File: config.mk
export PLATFORM = sky130hd
export DESIGN_NAME = rx_ring_fetcher
export DESIGN_NICKNAME = d
export VERILOG_FILES = /design/src/rtl/rrf_pkg.sv /design/src/rtl/rrf_ptr_unit.sv /design/src/rtl/rrf_seq.sv /design/src/rtl/rrf_space.sv /design/src/rtl/rx_ring_fetcher.sv
export SDC_FILE = /design/constraint.sdc
export NUM_CORES = 1
export LEC_CHECK = 0
export ABC_AREA = 0
export BUFFER_PORTS_ARGS = -buffer_cell sky130_fd_sc_hd__buf_2
export CORE_MARGIN = 10
export CORE_UTILIZATION = 25
export CTS_CLUSTER_SIZE = 16
export DETAILED_ROUTE_END_ITERATION = 16
export PLACE_DENSITY = 0.5
export SLEW_MARGIN = 20
export SYNTH_ARGS = -nofsm -noshare
export SYNTH_HDL_FRONTEND = slang
export SYNTH_SLANG_ARGS = --single-unit
File: constraint.sdc
create_clock -name clk -period 9.9 [get_ports clk]
set_clock_uncertainty 0.05 [all_clocks]
set_input_delay 1.485 -clock clk [delete_from_list [all_inputs] [get_ports clk]]
set_output_delay 1.485 -clock clk [all_outputs]
set_load 0.05 [all_outputs]
File: src/rtl/rrf_pkg.sv
package rrf_pkg;
  localparam int PTR_W   = 16;
  localparam int ADDR_W  = 2 * PTR_W;
  localparam int DATA_W  = 16;
  localparam int CNT_W   = 2 * DATA_W;
  localparam int NFIELDS = 4;
  localparam int IDX_W   = $clog2(NFIELDS);
  localparam logic [PTR_W-1:0] ALIGN_MASK = {{(PTR_W-1){1'b1}}, 1'b0};

  typedef enum logic [1:0] {ST_IDLE, ST_READ, ST_STEP} seq_state_t;

  // byte address of descriptor field idx
  function automatic logic [ADDR_W-1:0] field_addr(input logic [PTR_W-1:0] up,
                                                   input logic [PTR_W-1:0] rp,
                                                   input logic [IDX_W-1:0] idx,
                                                   input logic wide);
    logic [ADDR_W-1:0] off;
    off = wide ? ADDR_W'({idx, 2'b00}) : ADDR_W'({idx, 1'b0});
    return {up, rp} + off;
  endfunction

  // pointer after one descriptor, with wrap
  function automatic logic [PTR_W-1:0] advance_ptr(input logic [PTR_W-1:0] rp,
                                                   input logic [PTR_W-1:0] st,
                                                   input logic [PTR_W-1:0] en,
                                                   input logic wide);
    logic [PTR_W-1:0] nxt;
    nxt = rp + (wide ? PTR_W'(16) : PTR_W'(8));
    return ((nxt & ALIGN_MASK) == (en & ALIGN_MASK)) ? (st & ALIGN_MASK) : (nxt & ALIGN_MASK);
  endfunction

  // remaining words after a packet plus its CRC
  function automatic logic [CNT_W-1:0] words_after_pkt(input logic [CNT_W-1:0] w,
                                                       input logic [DATA_W-1:0] bytes);
    logic [CNT_W-1:0] used;
    used = (CNT_W'(bytes) + CNT_W'(4)) >> 1;
    return w - used;
  endfunction
endpackage

File: src/rtl/rrf_ptr_unit.sv
module rrf_ptr_unit
  import rrf_pkg::*;
(
  input  logic             clk,
  input  logic             rst_n,
  input  logic             wide,
  input  logic [PTR_W-1:0] start_p,
  input  logic [PTR_W-1:0] end_p,
  input  logic [PTR_W-1:0] wr_p,
  input  logic             host_we,
  input  logic [PTR_W-1:0] host_data,
  input  logic             adv,
  output logic [PTR_W-1:0] rp,
  output logic             hit
);
  logic [PTR_W-1:0] rp_next;

  always_comb begin
    rp_next = advance_ptr(rp, start_p, end_p, wide);
    hit     = (rp_next == (wr_p & ALIGN_MASK));
  end

  always_ff @(posedge clk or negedge rst_n) begin
    if (!rst_n)       rp <= '0;
    else if (adv)     rp <= rp_next;
    else if (host_we) rp <= host_data & ALIGN_MASK;
  end

  p_rp_aligned_r10: assert property (@(posedge clk) disable iff (!rst_n) rp[0] == 1'b0);
  p_rp_moves_r3: assert property (@(posedge clk) disable iff (!rst_n)
    !$stable(rp) |-> $past(adv || host_we));
endmodule

File: src/rtl/rrf_seq.sv
module rrf_seq
  import rrf_pkg::*;
(
  input  logic              clk,
  input  logic              rst_n,
  input  logic              wide,
  input  logic [PTR_W-1:0]  upper,
  input  logic [PTR_W-1:0]  rp,
  input  logic              go,
  input  logic              cmd_set,
  input  logic              mem_ack,
  output logic              mem_req,
  output logic [ADDR_W-1:0] mem_addr,
  output logic [NFIELDS-1:0] ld_en,
  output logic              adv,
  output logic              busy,
  output logic              cmd_bit
);
  seq_state_t       state;
  logic [IDX_W-1:0] idx;
  logic             pending;
  logic             last_field;

  always_comb begin
    mem_req    = (state == ST_READ);
    mem_addr   = field_addr(upper, rp, idx, wide);
    last_field = (idx == IDX_W'(NFIELDS - 1));
    adv        = (state == ST_STEP);
    busy       = (state != ST_IDLE);
    ld_en      = (mem_req && mem_ack) ? (NFIELDS'(1) << idx) : '0;
  end

  always_ff @(posedge clk or negedge rst_n) begin
    if (!rst_n) begin
      state   <= ST_IDLE;
      idx     <= '0;
      pending <= 1'b0;
    end else begin
      case (state)
        ST_IDLE: if (go) begin
          state <= ST_READ;
          idx   <= '0;
        end
        ST_READ: begin
          if (go) pending <= 1'b1;
          if (mem_ack) begin
            if (last_field) state <= ST_STEP;
            else            idx   <= idx + 1'b1;
          end
        end
        ST_STEP: begin
          if (go || pending) begin
            state   <= ST_READ;
            idx     <= '0;
            pending <= 1'b0;
          end else begin
            state <= ST_IDLE;
          end
        end
        default: state <= ST_IDLE;
      endcase
    end
  end

  always_ff @(posedge clk or negedge rst_n) begin
    if (!rst_n)                 cmd_bit <= 1'b0;
    else if (cmd_set)           cmd_bit <= 1'b1;
    else if (state == ST_STEP)  cmd_bit <= 1'b0;
  end

  p_req_hold_r1: assert property (@(posedge clk) disable iff (!rst_n)
    (mem_req && !mem_ack) |=> (mem_req && $stable(mem_addr)));
  p_cmd_clear_r5: assert property (@(posedge clk) disable iff (!rst_n)
    $fell(cmd_bit) |-> $past(state == ST_STEP));
  p_held_req_r9: assert property (@(posedge clk) disable iff (!rst_n)
    (pending && adv) |=> mem_req);
endmodule

File: src/rtl/rrf_space.sv
module rrf_space
  import rrf_pkg::*;
(
  input  logic               clk,
  input  logic               rst_n,
  input  logic [NFIELDS-1:0] ld_en,
  input  logic [DATA_W-1:0]  rdata,
  input  logic               pkt_ok,
  input  logic [DATA_W-1:0]  pkt_bytes,
  input  logic [DATA_W-1:0]  eob,
  output logic [ADDR_W-1:0]  buf_addr,
  output logic [CNT_W-1:0]   buf_words,
  output logic               last_pkt,
  output logic               low_req
);
  logic [CNT_W-1:0] words_next;
  logic             below;

  always_comb begin
    words_next = words_after_pkt(buf_words, pkt_bytes);
    below      = (words_next < CNT_W'(eob));
    low_req    = pkt_ok && below;
  end

  for (genvar h = 0; h < 2; h++) begin : g_half
    always_ff @(posedge clk or negedge rst_n) begin
      if (!rst_n)        buf_addr[h*DATA_W +: DATA_W] <= '0;
      else if (ld_en[h]) buf_addr[h*DATA_W +: DATA_W] <= rdata;
    end
    always_ff @(posedge clk or negedge rst_n) begin
      if (!rst_n)            buf_words[h*DATA_W +: DATA_W] <= '0;
      else if (ld_en[2 + h]) buf_words[h*DATA_W +: DATA_W] <= rdata;
      else if (pkt_ok)       buf_words[h*DATA_W +: DATA_W] <= words_next[h*DATA_W +: DATA_W];
    end
  end

  always_ff @(posedge clk or negedge rst_n) begin
    if (!rst_n)      last_pkt <= 1'b0;
    else if (pkt_ok) last_pkt <= below;
  end

  p_last_src_r7: assert property (@(posedge clk) disable iff (!rst_n)
    !$stable(last_pkt) |-> $past(pkt_ok));
endmodule

File: src/rtl/rx_ring_fetcher.sv
module rx_ring_fetcher
  import rrf_pkg::*;
(
  input  logic        clk,
  input  logic        rst_n,
  input  logic        cfg_wide,
  input  logic [15:0] upper_addr,
  input  logic [15:0] ring_start,
  input  logic [15:0] ring_end,
  input  logic [15:0] ring_wr,
  input  logic        rp_wr_en,
  input  logic [15:0] rp_wr_data,
  output logic [15:0] rd_ptr,
  input  logic        cmd_fetch,
  output logic        cmd_pending,
  input  logic        exh_clear,
  output logic        exhausted,
  input  logic        rx_enable,
  output logic        rx_ready,
  input  logic        pkt_done,
  input  logic [15:0] pkt_bytes,
  input  logic [15:0] eob_words,
  output logic        last_pkt,
  output logic [31:0] buf_addr,
  output logic [31:0] buf_words,
  output logic        busy,
  output logic        mem_req,
  output logic [31:0] mem_addr,
  input  logic        mem_ack,
  input  logic [15:0] mem_rdata
);
  logic               adv;
  logic               hit;
  logic               low_req;
  logic               go;
  logic               pkt_ok;
  logic [NFIELDS-1:0] ld_en;

  always_comb begin
    rx_ready = rx_enable && !exhausted;
    pkt_ok   = pkt_done && rx_ready;
    go       = cmd_fetch || (exh_clear && exhausted) || low_req;
  end

  always_ff @(posedge clk or negedge rst_n) begin
    if (!rst_n)          exhausted <= 1'b0;
    else if (adv && hit) exhausted <= 1'b1;
    else if (exh_clear)  exhausted <= 1'b0;
  end

  rrf_ptr_unit u_ptr (
    .clk(clk), .rst_n(rst_n), .wide(cfg_wide),
    .start_p(ring_start), .end_p(ring_end), .wr_p(ring_wr),
    .host_we(rp_wr_en), .host_data(rp_wr_data),
    .adv(adv), .rp(rd_ptr), .hit(hit)
  );

  rrf_seq u_seq (
    .clk(clk), .rst_n(rst_n), .wide(cfg_wide), .upper(upper_addr), .rp(rd_ptr),
    .go(go), .cmd_set(cmd_fetch), .mem_ack(mem_ack),
    .mem_req(mem_req), .mem_addr(mem_addr), .ld_en(ld_en),
    .adv(adv), .busy(busy), .cmd_bit(cmd_pending)
  );

  rrf_space u_space (
    .clk(clk), .rst_n(rst_n), .ld_en(ld_en), .rdata(mem_rdata),
    .pkt_ok(pkt_ok), .pkt_bytes(pkt_bytes), .eob(eob_words),
    .buf_addr(buf_addr), .buf_words(buf_words),
    .last_pkt(last_pkt), .low_req(low_req)
  );

  p_exh_rise_r4: assert property (@(posedge clk) disable iff (!rst_n)
    $rose(exhausted) |-> $past(adv));
  p_refuse_r8: assert property (@(posedge clk) disable iff (!rst_n)
    (pkt_done && !rx_ready && !busy) |=> $stable(buf_words));
endmodule

==> metrics.cfg, run 1 <==
[outcome]
outcome = finished, final reports clean

[floorplan]
die_h_um = 193.8
initial_utilization_pct = 25.42
dieArea_um2 = 37570
die_width_um = 193.8
core_um2 = 29720
rows = 63
num_io_pins = 255

[yosys]
synthMuxAreaShare_pct = 8.017
synthCells = 871
yosysWarnings = 0
yosys_most_used_dff = dfrtp_1
seq_area_frac_synth_pct = 28.82
ys_async_sr_fraction_pct = 100.0
synthAdderAreaFrac_pct = 8.415
synth_top_family_by_area = simple AND/OR/NAND/NOR gates
synth.avg_cell_area_um2 = 8.672
synth_simple_gate_area_share_pct = 21.10
synth_compound_area_share_pct = 15.52
synth-edff-count = 0
synth_cell_type_count = 79
ys_seq_elements = 87
synth_xor_area_share_pct = 13.14
syn_area_um2 = 7553

[route]
drtIter0Drc = 439
drt-vias-per-instance = 4.835
ant_nets = 0
drtPass1Iterations = 4
vias = 7190
totalWireLength_mm = 29.50
wl_per_cell_um = 19.84
drc = 0

[hold_path]
hold_class = reg2reg
min_path_cells = 1

[cts]
post_cts_buffers = 0
ctsResizeCount = 0
clkTransAtPathRegs_ns = 0.08
root_buffer = clkbuf_16
holdBufCountCts = 0
clock_path_buffers = 2
h-tree-depth = 3
cts_made_buffers = 9
clock_sinks = 87
clock_latency_ns = 0.35
tritoncts = yes

[sta]
fin_crit_sh_pct = 65.44
final_max_slew_viol_count = 0
fmax_ghz = 0.1544
rsz0062_at_grt = false
finalHoldViolations = 0
setup_viol_count_final = 0
layout_min_cycle_time_ns = 6.478
tightestPinTransition_ns = 0.9734
slew_headroom_pct = 34.93
fin_setup_tns_ns = 0

[place]
dp_cells = 1470
gp_congestion = 0.8869
portBuffers = 247
dp_hpwl_mm = 24.34

[worst_setup_path]
worstPathMaxFanout = 8
worst_ep_required_time_ns = 10.09
worstPathArrival_ns = 6.67
reg2regPathDepth = 20
cp-end-kind = flip-flop
cp-start-kind = input pin
critPathKind = in2reg

[power_and_ir_drop]
pwr_density_cell_nw_per_um2 = 298.6
leakage_uw = 0.004384
vdd_drop_max_uv = 124.1
design_power_total_uw = 2810

[global_route]
antenna_found_initial = 3
grt_max_degree = 60
grt_pass1_wl_mm = 45.80
grt_use_total_pct = 15.32
grt_pass1_vias = 7583
grt_overflow_total = 0

[cells_and_area]
drive_above_1_share_pct = 30.29
fin_cells = 1487
final_util_pct = 31.67
area_growth_pct = 24.58
fill_cells = 3225
fin_nets = 1277

[flow_run]
cap_violations = 0

## sequential cells by signal, indices dropped and copies added (netlist names)
register	flops
u_space.buf_addr	32
u_space.buf_words	32
u_ptr.rp	15
u_seq.idx	2
u_seq.state	2
exhausted	1
u_seq.cmd_bit	1
u_seq.pending	1
u_space.last_pkt	1
## cells in the mapped netlist, types with 15 or more instances
library cell | n | area [µm²]
inv_1 | 42 | 157.7
a211oi_1 | 16 | 120.1
o21ai_0 | 28 | 140.1
nor2b_1 | 27 | 168.9
mux2_2 | 36 | 405.4
mux2i_1 | 20 | 200.2
clkbuf_1 | 30 | 112.6
xnor2_1 | 58 | 508.0
a31oi_1 | 15 | 93.84
a21oi_1 | 47 | 235.2
xor2_1 | 50 | 437.9
nand4_1 | 19 | 118.9
nor2_1 | 58 | 217.7
dfrtp_1 | 87 | 2177
nand2_1 | 90 | 337.8
nand3_1 | 27 | 135.1
nor3_1 | 19 | 95.09
ha_1 | 46 | 575.6
## stage by stage
step / cell area (µm²) / setup slack (ns) / hold slack, ns
after global routing: 9408 / 3.058 / 0.4515
after CTS: 9408 / 3.533 / 0.4333
after floorplan: 7557 / 3.732 / 0.4686
final: 9410 / 3.422 / 0.4311
after global placement: 9114 / 3.141 / 0.4095
after detailed placement: 9114 / 3.182 / 0.4171
## critical path: stages
cell and delay [ns]:
buf_2 0.12, and3_1 0.18, and2_1 0.19, nand2_1 0.10, nor2_1 0.26, xnor2_1 0.18, ha_1 0.35, a21oi_1 0.26
o21ai_0 0.23, a211oi_1 0.73, xnor2_1 0.21, ha_1 0.23, a21oi_1 0.12, nor2b_1 0.06, o21ai_0 0.20, nand3_1 0.12
a2111oi_2 0.32, nor3b_2 0.20, o2111ai_1 0.23, o31ai_4 0.52, o21bai_1 0.10, mux2_2 0.27
## cell type report
type                            count  area [µm²]  share of cell area [%]
Clock buffer                       11       252.7                   2.686
Multi-Input combinational cell    698        5007                   53.21
Antenna cell                        1       2.502                 0.02659
Sequential cell                    87        2177                   23.14
Clock inverter                      5       41.29                  0.4388
Timing Repair Buffer              253        1284                   13.64
Inverter                           42       157.7                   1.675
Tap cell                          390       488.0                   5.185
## worst paths after layout
kind | slack, ns | end | from
max | 3.42 | u_seq.idx[0] | pkt_bytes[4]
min | 0.43 | u_seq.cmd_bit | u_seq.cmd_bit
max reg2reg | 4.79 | u_seq.idx[0] | u_space.buf_words[0]
min reg2reg | 0.43 | u_seq.cmd_bit | u_seq.cmd_bit
max in group asynchronous | 7.63 | u_space.buf_words[28] | rst_n
min in group asynchronous | 1.00 | u_ptr.rp[6] | rst_n
## logic make-up (layout without fill, tap and decap cells)
kind of cell / count (synthesis) / in the layout
DFF: 87 / 87
buffers and inverters: 87 / 311
and+or+nand+nor: 306 / 306
AOI/OAI and AO/OA: 175 / 175
other: 1 / 3
muxes: 56 / 56
xor gates and xnor gates: 110 / 110
adders and majority gates: 49 / 49
## power by group
| part | leakage (µW) | total (µW) | internal (µW) | switching (µW) |
|---|---|---|---|---|
| clock network | 0.000138 | 346 | 186 | 160 |
| logic | 0.00319 | 1790 | 569 | 1220 |
| registers | 0.00106 | 671 | 497 | 174 |
## cell usage in the layout (no fill, tap or decap), types with 7 or more instances in the layout
| cell type | n |
|---|---|
| buf_2 | 246 |
| nand2_1 | 90 |
| dfrtp_1 | 87 |
| nor2_1 | 58 |
| xnor2_1 | 58 |
| xor2_1 | 50 |
| a21oi_1 | 47 |
| ha_1 | 46 |
| inv_1 | 42 |
| mux2_2 | 36 |
| o21ai_0 | 28 |
| nand3_1 | 27 |
| nor2b_1 | 27 |
| mux2i_1 | 20 |
| nand4_1 | 19 |
| nor3_1 | 19 |
| a211oi_1 | 16 |
| a31oi_1 | 15 |
| a21o_1 | 14 |
| nor4_1 | 9 |
| clkbuf_16 | 9 |
| and3_1 | 8 |
| nand2b_1 | 8 |
| o21ai_1 | 7 |
| buf_4 | 7 |
## metal layers
layer,wire length [µm],GRT usage [%]
met5,13,0
met4,368,3.265
met3,2172,4.806
met2,13900,25.60
met1,13050,18.88
Note: power is estimated with default switching activity, not from simulation.
==> run 2, diff against run 1 <==
--- a/config.mk
+++ b/config.mk
@@ -11,7 +11,7 @@
 export CORE_UTILIZATION = 25
 export CTS_CLUSTER_SIZE = 16
 export DETAILED_ROUTE_END_ITERATION = 16
-export PLACE_DENSITY = 0.5
+export PLACE_DENSITY = 0.52
 export SLEW_MARGIN = 20
 export SYNTH_ARGS = -nofsm -noshare
 export SYNTH_HDL_FRONTEND = slang
==> constraint.sdc (replaced) <==
create_clock -name clk -period 5.24 [get_ports clk]
set_clock_uncertainty 0.05 [all_clocks]
set_input_delay 0.786 -clock clk [delete_from_list [all_inputs] [get_ports clk]]
set_output_delay 0.786 -clock clk [all_outputs]
set_load 0.05 [all_outputs]
==> run 2 against run 1 <==
Compared with the run above:
- sequential power rose by 89%
- combinational power rose by 120%
- worst setup slack got worse by 3.3 ns
- critical path type unchanged
- total power rose by 110%
- critical endpoint unchanged
- wire length rose by 2.9%
- highest routed layer unchanged
- clock power rose by 96%
- non-clock buffer count rose by 75
- sequential share of layout area fell by 1.6 points
- flip-flop and latch count did not move
- first-iteration DRC count fell by 13%
==> metrics.cfg, run 2 (synthesized netlist as in run 1, its figures left out) <==
[floorplan]
dieArea_um2 = 37570  ; unchanged
initial_utilization_pct = 25.42  ; unchanged
die_width_um = 193.8  ; unchanged
rows = 63  ; unchanged
die_h_um = 193.8  ; unchanged
num_io_pins = 255  ; unchanged
core_um2 = 29720  ; unchanged

[cts]
root_buffer = clkbuf_16
clkTransAtPathRegs_ns = 0.07  ; about the same
cts_made_buffers = 9  ; unchanged
tritoncts = yes
clock_sinks = 87  ; unchanged
clock_latency_ns = 0.36  ; about the same
h-tree-depth = 3  ; unchanged
clock_path_buffers = 2  ; unchanged

[power_and_ir_drop]
clkPwrFrac_pct = 11.6  ; -0.7 points
vdd_drop_max_uv = 256.5  ; +110%
p_int_uw = 2727  ; +120%
leakage_uw = 0.004781  ; +9.1%
p_sw_uw = 3096  ; +99%
switching_share_pct = 53.16  ; -2.3 points
pwr_density_cell_nw_per_um2 = 576.4  ; +93%
seqPwrFrac_pct = 21.8  ; -2.1 points
comb_power_share_pct = 66.6  ; +2.8 points

[cells_and_area]
drive_above_1_share_pct = 36.46  ; +6.2 points
top_regs = u_space.buf_addr (32), u_space.buf_words (32), u_ptr.rp (15)
fill_cells = 3138  ; -2.7%
final_common_cell = buf_2
area_growth_pct = 33.74
final_util_pct = 33.99  ; +2.3 points
fin_nets = 1352  ; +5.9%
final_area_um2 = 10100  ; +7.4%
mostFrequentLayoutCells = buf_2, nand2_1, dfrtp_1

[sta]
finalWorstSetupSlack_ns = 0.1311  ; -3.291 ns
finalHoldViolations = 0  ; unchanged
layout_min_cycle_time_ns = 5.109
slew_headroom_pct = 34.25  ; -0.68 points
setup_viol_count_final = 0  ; unchanged
fin_crit_sh_pct = 97.50
final_max_slew_viol_count = 0  ; unchanged
fmax_ghz = 0.1957
tightestPinTransition_ns = 0.9835  ; +0.01011 ns

[global_route]
grt_pass1_vias = 7953  ; +4.9%
antenna_found_initial = 4  ; +1
grt_pass1_wl_mm = 46.42  ; +1.4%
grt_overflow_total = 0  ; unchanged
grt_use_total_pct = 15.53  ; +0.21 points
grt_max_degree = 55  ; -8.3%

[worst_setup_path]
rr_endpoint = u_seq.idx[0]
path_delay_family = compound AO/OA/AOI/OAI gates
cp_num_buf_inv = 2  ; +1
cp-end-kind = flip-flop
ff2ff_setup_slack_ns = 0.64  ; -4.15 ns
critPathKind = in2reg
startpoint = pkt_bytes[2]
rr_startpoint = u_space.buf_words[0]
cp_cell_sequence = buf_2, ha_1, xnor2_1, ha_1, a21o_1, a21oi_2, a21oi_2, o41ai_4, o21ai_1, xnor2_1, ha_2, or4_1, or4_4, a2111oi_4, nor3b_2, o2111ai_2, o31ai_4, buf_6, o21bai_1, mux2_2
crit_slowest_cell = or4_4
cp-start-kind = input pin
reg2regPathDepth = 21  ; +5.0%
worstPathMaxFanout = 7  ; -1
worst_ep_required_time_ns = 5.43  ; -4.66 ns
worstPathArrival_ns = 5.30  ; -1.37 ns
max_stage_delay_ns = 0.45  ; -0.28 ns

[outcome]
outcome = finished, final reports clean

[route]
totalWireLength_mm = 30.35  ; +2.9%
drt-vias-per-instance = 4.791  ; -0.92%
drtPass1Iterations = 4  ; unchanged
drc = 0  ; unchanged
vias = 7488  ; +4.1%
wl_per_cell_um = 19.42  ; -2.1%
ant_nets = 0  ; unchanged
drtIter0Drc = 383  ; -13%

[place]
dpl_cell_area_um2 = 9676  ; +6.2%
gp_congestion = 0.9090  ; +2.5%
portBuffers = 247  ; unchanged
pre_cts_ws_ns = -0.3139  ; -3.496 ns
dp_hpwl_mm = 24.95  ; +2.5%

[flow_run]
cap_violations = 0  ; unchanged

[hold_path]
hold_class = in2async

run 2: area by class of cell:
| class | count | area (µm²) | area share (%) |
|---|---|---|---|
| diodes | 2 | 5.005 | 0.04954 |
| clock buffers | 11 | 242.7 | 2.403 |
| clock inverters | 5 | 57.56 | 0.5697 |
| inverters | 42 | 157.7 | 1.561 |
| multi-input cells | 698 | 5124 | 50.72 |
| flip-flops and latches | 87 | 2177 | 21.55 |
| well taps | 390 | 488.0 | 4.830 |
| repair buffers | 328 | 1851 | 18.32 |
run 2: repair_timing:
| action | in CTS | in global routing |
|---|---|---|
| hold buffers | 0 | 0 |
| buffers inserted | 0 | 3 |
| setup endpoints to repair | 0 | 6 |
| gates resized for setup | 0 | 24 |
run 2: worst max path at each step:
stage                              end  slack, ns  cells past startpoint
final                     u_seq.idx[0]       0.13                     20
after global placement    u_seq.idx[0]      -0.28                     23
after floorplan           u_seq.idx[0]      0.009                     20
after detailed placement  u_seq.idx[0]      -0.31                     23
after global routing      u_seq.idx[0]      -0.06                     20
after CTS                 u_seq.idx[0]       0.03                     23
run 2: power groups by stage:
stage	Combinational, µW	Clock [µW]	Sequential (µW)
6_report	3880	678	1270
3_3_place_gp	3790	0	1270
3_5_place_dp	3810	0	1280
5_1_grt	4200	729	1310
2_1_floorplan	1730	0	2030
4_1_cts	3830	702	1270
run 2: worst register-to-register path, delay by kind of cell (launching register included):
kind	cells	cell delay, ns
buffers and inverters	2	0.21
flip-flops	1	0.36
AO/OA/AOI/OAI	7	1.34
multiplexers	1	0.27
AND/OR/NAND/NOR	7	1.15
adder cells (fa/ha/maj)	3	0.89
XOR/XNOR	1	0.23
run 2: metal layers:
metal | up-vias | global-route usage, % | wire [µm]
li1 | 3659 | - | -
met1 | 3550 | 18.48 | 13170
met2 | 247 | 26.28 | 14380
met3 | 26 | 5.463 | 2407
met4 | 6 | 3.407 | 364
met5 | - | 0 | 33
run 2: stage by stage:
stage	setup TNS, ns	hold WS (ns)	power, µW	std cells
after floorplan	0	0.4404	3766	872
after CTS	0	0.4419	5799	1559
after detailed placement	-1.264	0.4207	5090	1543
final	0	0.4285	5823	1563
after global placement	-1.117	0.4096	5062	1543
after global routing	-0.1102	0.4559	6244	1562
